`config.mk`:
```
export PLATFORM = sky130hd
export DESIGN_NAME = soft_gain_stage
export DESIGN_NICKNAME = d
export VERILOG_FILES = /design/src/rtl/sgain_pkg.sv /design/src/rtl/sgain_slew.sv /design/src/rtl/sgain_scaler.sv /design/src/rtl/soft_gain_stage.sv
export SDC_FILE = /design/constraint.sdc
export NUM_CORES = 2
export LEC_CHECK = 0
export BUFFER_PORTS_ARGS = -buffer_cell sky130_fd_sc_hd__buf_4
export CORE_ASPECT_RATIO = 1.75
export CORE_MARGIN = 2
export CORE_UTILIZATION = 50
export DETAILED_ROUTE_END_ITERATION = 10
export GPL_TIMING_DRIVEN = 0
export PLACE_DENSITY = 0.67
export SYNTH_ARGS = -nofsm -noshare
export SYNTH_HDL_FRONTEND = slang
export SYNTH_SLANG_ARGS = --single-unit
```
`constraint.sdc`:
```
create_clock -name clk -period 31.1 [get_ports clk]
set_input_delay 3.11 -clock clk [delete_from_list [all_inputs] [get_ports clk]]
set_output_delay 3.11 -clock clk [all_outputs]
set_load 0.05 [all_outputs]
```
`src/rtl/sgain_pkg.sv`:
```
package sgain_pkg;

    localparam int DEF_SMP_W     = 24;
    localparam int DEF_LVL_W     = 8;
    localparam int DEF_BASE_STEP = 4;

    typedef enum logic [1:0] {
        SPD_NORMAL    = 2'b00,
        SPD_DOUBLE    = 2'b01,
        SPD_QUAD      = 2'b10,
        SPD_BITSTREAM = 2'b11
    } spd_e;

    typedef enum logic [1:0] {
        SLEW_HOLD,
        SLEW_UP,
        SLEW_DOWN
    } slew_dir_e;

    // Frames per level step for a given speed mode.
    function automatic int step_frames(input logic [1:0] mode, input int base);
        case (spd_e'(mode))
            SPD_DOUBLE: return base * 2;
            SPD_QUAD:   return base * 4;
            default:    return base;
        endcase
    endfunction

endpackage

```
`src/rtl/sgain_slew.sv`:
```
module sgain_slew
    import sgain_pkg::*;
#(
    parameter int LVL_W     = DEF_LVL_W,
    parameter int BASE_STEP = DEF_BASE_STEP
) (
    input  logic             clk,
    input  logic             rst,
    input  logic             stb,
    input  logic [1:0]       mode,
    input  logic             mute,
    input  logic [LVL_W-1:0] tgt,
    output logic [LVL_W-1:0] lvl
);

    localparam int CW = $clog2(BASE_STEP * 4);

    logic [CW-1:0]    cnt_q;
    logic [CW-1:0]    last_cnt;
    logic [LVL_W-1:0] lvl_q;
    logic [LVL_W-1:0] goal;
    slew_dir_e        dir;

    always_comb begin
        goal     = mute ? '0 : tgt;
        last_cnt = CW'(step_frames(mode, BASE_STEP) - 1);
        if (lvl_q == goal)     dir = SLEW_HOLD;
        else if (lvl_q < goal) dir = SLEW_UP;
        else                   dir = SLEW_DOWN;
    end

    always_ff @(posedge clk) begin
        if (rst) begin
            lvl_q <= tgt;
            cnt_q <= '0;
        end else if (stb) begin
            if (dir == SLEW_HOLD) begin
                cnt_q <= '0;
            end else if (cnt_q == last_cnt) begin
                cnt_q <= '0;
                lvl_q <= (dir == SLEW_UP) ? lvl_q + 1'b1 : lvl_q - 1'b1;
            end else begin
                cnt_q <= cnt_q + 1'b1;
            end
        end
    end

    assign lvl = lvl_q;

endmodule

```
`src/rtl/sgain_scaler.sv`:
```
module sgain_scaler
    import sgain_pkg::*;
#(
    parameter int SMP_W = DEF_SMP_W,
    parameter int LVL_W = DEF_LVL_W
) (
    input  logic             clk,
    input  logic             rst,
    input  logic             stb,
    input  logic [SMP_W-1:0] smp_in,
    input  logic [LVL_W-1:0] lvl,
    output logic [SMP_W-1:0] smp_out
);

    localparam int PW   = SMP_W + LVL_W + 1;
    localparam int FULL = (1 << LVL_W) - 1;
    localparam logic signed [PW-1:0] DIVR = PW'(FULL);
    localparam logic signed [PW-1:0] MAXP = PW'((longint'(1) << (SMP_W - 1)) - 1);
    localparam logic signed [PW-1:0] MINN = -MAXP - PW'(1);

    logic signed [PW-1:0] prod;
    logic signed [PW-1:0] quot;
    logic [SMP_W-1:0]     sat;

    always_comb begin
        prod = PW'($signed(smp_in)) * PW'($signed({1'b0, lvl}));
        quot = prod / DIVR;
        if (quot > MAXP)      sat = MAXP[SMP_W-1:0];
        else if (quot < MINN) sat = MINN[SMP_W-1:0];
        else                  sat = quot[SMP_W-1:0];
    end

    always_ff @(posedge clk) begin
        if (rst)      smp_out <= '0;
        else if (stb) smp_out <= sat;
    end

endmodule

```
`src/rtl/soft_gain_stage.sv`:
```
module soft_gain_stage
    import sgain_pkg::*;
#(
    parameter int SMP_W     = DEF_SMP_W,
    parameter int LVL_W     = DEF_LVL_W,
    parameter int BASE_STEP = DEF_BASE_STEP
) (
    input  logic             clk,
    input  logic             rst,
    input  logic             frame_stb,
    input  logic [1:0]       spd_mode,
    input  logic             mute_req,
    input  logic [LVL_W-1:0] tgt_lvl_l,
    input  logic [LVL_W-1:0] tgt_lvl_r,
    input  logic [SMP_W-1:0] smp_in_l,
    input  logic [SMP_W-1:0] smp_in_r,
    output logic [SMP_W-1:0] smp_out_l,
    output logic [SMP_W-1:0] smp_out_r,
    output logic             out_valid,
    output logic [LVL_W-1:0] cur_lvl_l,
    output logic [LVL_W-1:0] cur_lvl_r
);

    localparam int NCH = 2;

    logic [LVL_W-1:0] tgt_a [NCH];
    logic [LVL_W-1:0] lvl_a [NCH];
    logic [SMP_W-1:0] in_a  [NCH];
    logic [SMP_W-1:0] out_a [NCH];

    assign tgt_a[0] = tgt_lvl_l;
    assign tgt_a[1] = tgt_lvl_r;
    assign in_a[0]  = smp_in_l;
    assign in_a[1]  = smp_in_r;

    for (genvar ch = 0; ch < NCH; ch++) begin : g_ch
        sgain_slew #(
            .LVL_W     (LVL_W),
            .BASE_STEP (BASE_STEP)
        ) slew_i (
            .clk  (clk),
            .rst  (rst),
            .stb  (frame_stb),
            .mode (spd_mode),
            .mute (mute_req),
            .tgt  (tgt_a[ch]),
            .lvl  (lvl_a[ch])
        );

        sgain_scaler #(
            .SMP_W (SMP_W),
            .LVL_W (LVL_W)
        ) scale_i (
            .clk     (clk),
            .rst     (rst),
            .stb     (frame_stb),
            .smp_in  (in_a[ch]),
            .lvl     (lvl_a[ch]),
            .smp_out (out_a[ch])
        );
    end

    always_ff @(posedge clk) begin
        if (rst) out_valid <= 1'b0;
        else     out_valid <= frame_stb;
    end

    assign smp_out_l = out_a[0];
    assign smp_out_r = out_a[1];
    assign cur_lvl_l = lvl_a[0];
    assign cur_lvl_r = lvl_a[1];

endmodule

```
==> run summary <==
The run finished with clean final reports. For the pin count of the biggest net entering global routing, the log shows 14. After detailed routing, the met2 layer carries 63800 microns of wire. The endpoint identified for the worst register-to-register timing path is g_ch[1].scale_i.smp_out[5].

The first global-routing pass estimated 193000 microns of wire. Synthesis produced a netlist whose cell count is 4699. The site row count is 129. The largest stage delay on the critical path is 640 ps, and the number of antenna violations at the first check in global routing is 11.

Cell count of the worst hold path: 2. The post-synthesis cell type count came out at 155. The longest clock path from root to sink contains 2 buffers.

Final-report setup violation count: 0. Clock tree synthesis selected as its root buffer the cell sky130_fd_sc_hd__clkbuf_16. Of all nets on the critical path, the largest fanout is 10. Across the routed clock network, the largest skew measured is 20.1 ps.

The worst path in the final design needs a cycle of 29610 ps, including I/O delays and setup. Dominant cell type by area after synthesis: sky130_fd_sc_hd__fa_1. sky130_fd_sc_hd__nand2_1 is the most common cell in the netlist.

After synthesis the cells add up to 35500 sq um. Measured against its own limit, the worst slew margin works out to 22.8%. Cells with a size suffix above 1 make up 10.6% of the layout.

The run gives 50.3% as the initial core utilization. In this run the critical register-to-register path is launched from g_ch[1].slew_i.lvl[0]. Summed over all nets, the half-perimeter wirelength after detailed placement is 101000 microns. Routability-driven placement finished with a final weighted congestion of 1.01.

The share of flip-flops with an asynchronous set or reset is 0%. Dividing the detail-routed wire length by the instance count gives 20.9 microns. For the pin with the worst max-slew slack, the measured transition is 1150 ps. Summed over all layers, the routed wires come to 121000 microns. Overall via count from detail_route: 36800. The tools report the capture endpoint of the worst hold path as g_ch[1].scale_i.smp_out[20]. In the routed layout, each cell is associated on average with a via count of 6.38. The area overhead of the layout relative to synthesis came out at 7.78%. The floorplan step defined a die boundary enclosing 73300 sq um. The worst setup path is of the in2reg kind. The final clock period utilization by the worst path is 95.2%. The type of the most critical hold path is reg2reg. Predominant post-synthesis flop cell: sky130_fd_sc_hd__dfxtp_1. The clock sink total was 73.

Clock insertion delay at the later pin of the skew report: 380 ps. The share of synthesized area occupied by flip-flops and latches came out at 4.57%. A synthesized cell averages 7.56 sq um. The number of fill cells in the layout is 7024, and the signal arrival time at the worst endpoint is 29910 ps. In the post-synthesis netlist, the biggest area contributors are sky130_fd_sc_hd__fa_1, sky130_fd_sc_hd__ha_1, sky130_fd_sc_hd__and2_1, sky130_fd_sc_hd__nand2_1, sky130_fd_sc_hd__inv_1. STA puts the critical path data required time at 31400 ps.

The worst register-to-register path has a setup slack of 2700 ps. After synthesis the netlist holds a flip-flop and latch count of 73. The die is 357 microns tall. The worst hold path begins at g_ch[1].scale_i.smp_out[20].

Number of synthesized flops with an enable pin: 16. TritonCTS built the clock tree. The DRC violations left is 0. Top layer reached by signal wires: met5. The tools report the number of warning messages in the yosys log as 0.

CTS built an H-tree with a depth of 3. Number of routed nets with antenna violations: 0. Counting instances in the post-synthesis netlist gives the leading cell types as sky130_fd_sc_hd__nand2_1, sky130_fd_sc_hd__inv_1, sky130_fd_sc_hd__nor2_1. Port buffering added 131 buffers. For the total grt overflow, the log shows 0.

Final worst hold slack: 481 ps. For this run, the top clock speed supported by timing is 33.8 MHz. From left edge to right edge, the die measures 205 microns. Via count of the first global-routing pass: 37300. The tool flagged a number of max-cap violations equal to 0.

After synthesis, the largest area contributor takes up 17.0% of total cell area. Global routing used 32.9% of the available tracks across all layers. The slowest stage of the critical path belongs to the cell sky130_fd_sc_hd__a31oi_1. After floorplanning, the core was sized to cover 70500 sq um. For this run, the post-layout net count is 5390. Post-route met1 wirelength: 42600 microns. The final number of hold-violating endpoints is 0. The number of max-slew violations in the final report came out at 0. 135 I/O pins were placed.

The number of buffers added by the clock tree synthesis step was 9; the number of search-and-repair iterations in the first detailed-routing pass was 9. The startpoint type of the worst setup path was an input pin. The number of nets in the synthesized netlist is 5242. For the starting DRC count in detailed routing, the log shows 2096. The run gives 5610 microns as the routed length on met3.

The endpoint type of the worst setup path was a flop. The number of cells on the worst reg-to-reg path is 93. The clock-pin transition on the worst setup and hold timing paths works out to 60 ps.
[sequential cells by signal, indices dropped and copies added (netlist names)]
name                  count
g_ch.scale_i.smp_out     48
g_ch.slew_i.cnt_q         8
g_ch.slew_i.lvl          16
out_valid                 1
[layout make-up]
type	instances	area, sq um	share of cell area [%]
Clock inverter	7	118	0.307
Timing Repair Buffer	137	1030	2.69
Sequential cell	73	1620	4.24
Buffer	157	831	2.17
Multi-Input combinational cell	4028	31600	82.6
Tap cell	917	1150	3.00
Clock buffer	9	225	0.588
Antenna cell	8	20.0	0.0523
Inverter	441	1660	4.32
[through the flow]
| stage | instances | setup WS [ps] | util (%) | cell area [sq um] | TNS, ps |
|---|---|---|---|---|---|
| 2_1_floorplan | 4699 | 5300 | - | 35500 | 0 |
| 3_3_place_gp | 5747 | 792 | 53.4 | 37600 | 0 |
| 3_5_place_dp | 5747 | 584 | 53.4 | 37600 | 0 |
| 4_1_cts | 5763 | 871 | 53.9 | 38000 | 0 |
| 5_1_grt | 5771 | -46.0 | 54.2 | 38300 | -654 |
| 6_report | 5777 | 1490 | 54.3 | 38300 | 0 |
[how the worst max path moves through the flow]
stage | to | slack [ps] | from | cells after the start
floorplan | g_ch[1].scale_i.smp_out[2] | 5300 | smp_in_r[6] | 95
global placement | g_ch[1].scale_i.smp_out[5] | 790 | smp_in_r[3] | 91
detailed placement | g_ch[1].scale_i.smp_out[5] | 580 | smp_in_r[3] | 92
CTS | g_ch[1].scale_i.smp_out[5] | 870 | smp_in_r[3] | 92
global route | g_ch[0].scale_i.smp_out[13] | -50 | smp_in_l[9] | 92
finish | g_ch[1].scale_i.smp_out[5] | 1490 | smp_in_r[3] | 92
[cell usage in the layout (no fill, tap or decap), types with 41 or more instances in the layout]
cell type                    n
sky130_fd_sc_hd__nand3_1   124
sky130_fd_sc_hd__o21ai_0   187
sky130_fd_sc_hd__a31oi_1    77
sky130_fd_sc_hd__a21oi_1   235
sky130_fd_sc_hd__a21o_1     79
sky130_fd_sc_hd__nor2_1    346
sky130_fd_sc_hd__o21ai_1    55
sky130_fd_sc_hd__ha_1      171
sky130_fd_sc_hd__inv_1     440
sky130_fd_sc_hd__xor2_1     91
sky130_fd_sc_hd__buf_4     153
sky130_fd_sc_hd__and3_1     65
sky130_fd_sc_hd__xnor2_1   173
sky130_fd_sc_hd__and2_1    317
sky130_fd_sc_hd__fa_1      302
sky130_fd_sc_hd__a211oi_1   61
sky130_fd_sc_hd__nor3_1    114
sky130_fd_sc_hd__nand2b_1   48
sky130_fd_sc_hd__clkbuf_1   88
sky130_fd_sc_hd__nand2_1   443
sky130_fd_sc_hd__dfxtp_1    57
sky130_fd_sc_hd__or3_1      41
sky130_fd_sc_hd__nand4_1    68
sky130_fd_sc_hd__o211ai_1   80
[worst max-delay path, delay by kind of cell]
kind | cells | cell delay, ps
AO/OA/AOI/OAI | 38 | 11580
buffers and inverters | 12 | 1790
XOR/XNOR | 2 | 510
AND/OR/NAND/NOR | 28 | 8100
multiplexers | 4 | 1640
adder cells (fa/ha/maj) | 8 | 3140
[layer usage]
layer | vias to the layer above | track usage [%]
met4 | 4 | 20.5
met1 | 17900 | 33.0
met3 | 438 | 3.98
met2 | 1191 | 63.2
met5 | - | 0
li1 | 17300 | -
[kinds of logic after synthesis]
| kind of cell | count (synthesis) | share of synthesized area, % |
|---|---|---|
| xor gates and xnor gates | 278 | 7.03 |
| adders and majority gates | 475 | 23.1 |
| and+or+nand+nor | 1845 | 28.1 |
| muxes | 60 | 1.83 |
| DFF | 73 | 4.57 |
| AOI/OAI and AO/OA | 1370 | 28.4 |
| buffers and inverters | 598 | 7.00 |
[repair_timing]
action / 4_1_cts / 5_1_grt
endpoints found under the hold margin: 0 / 0
buffers inserted: 0 / 6
setup endpoints to repair: 0 / 48
hold buffers: 0 / 0
gates resized for setup: 0 / 44
Power is left out: the tool's default activity adds up to more than one toggle a clock period on the data nets, which glitch-free logic cannot reach.
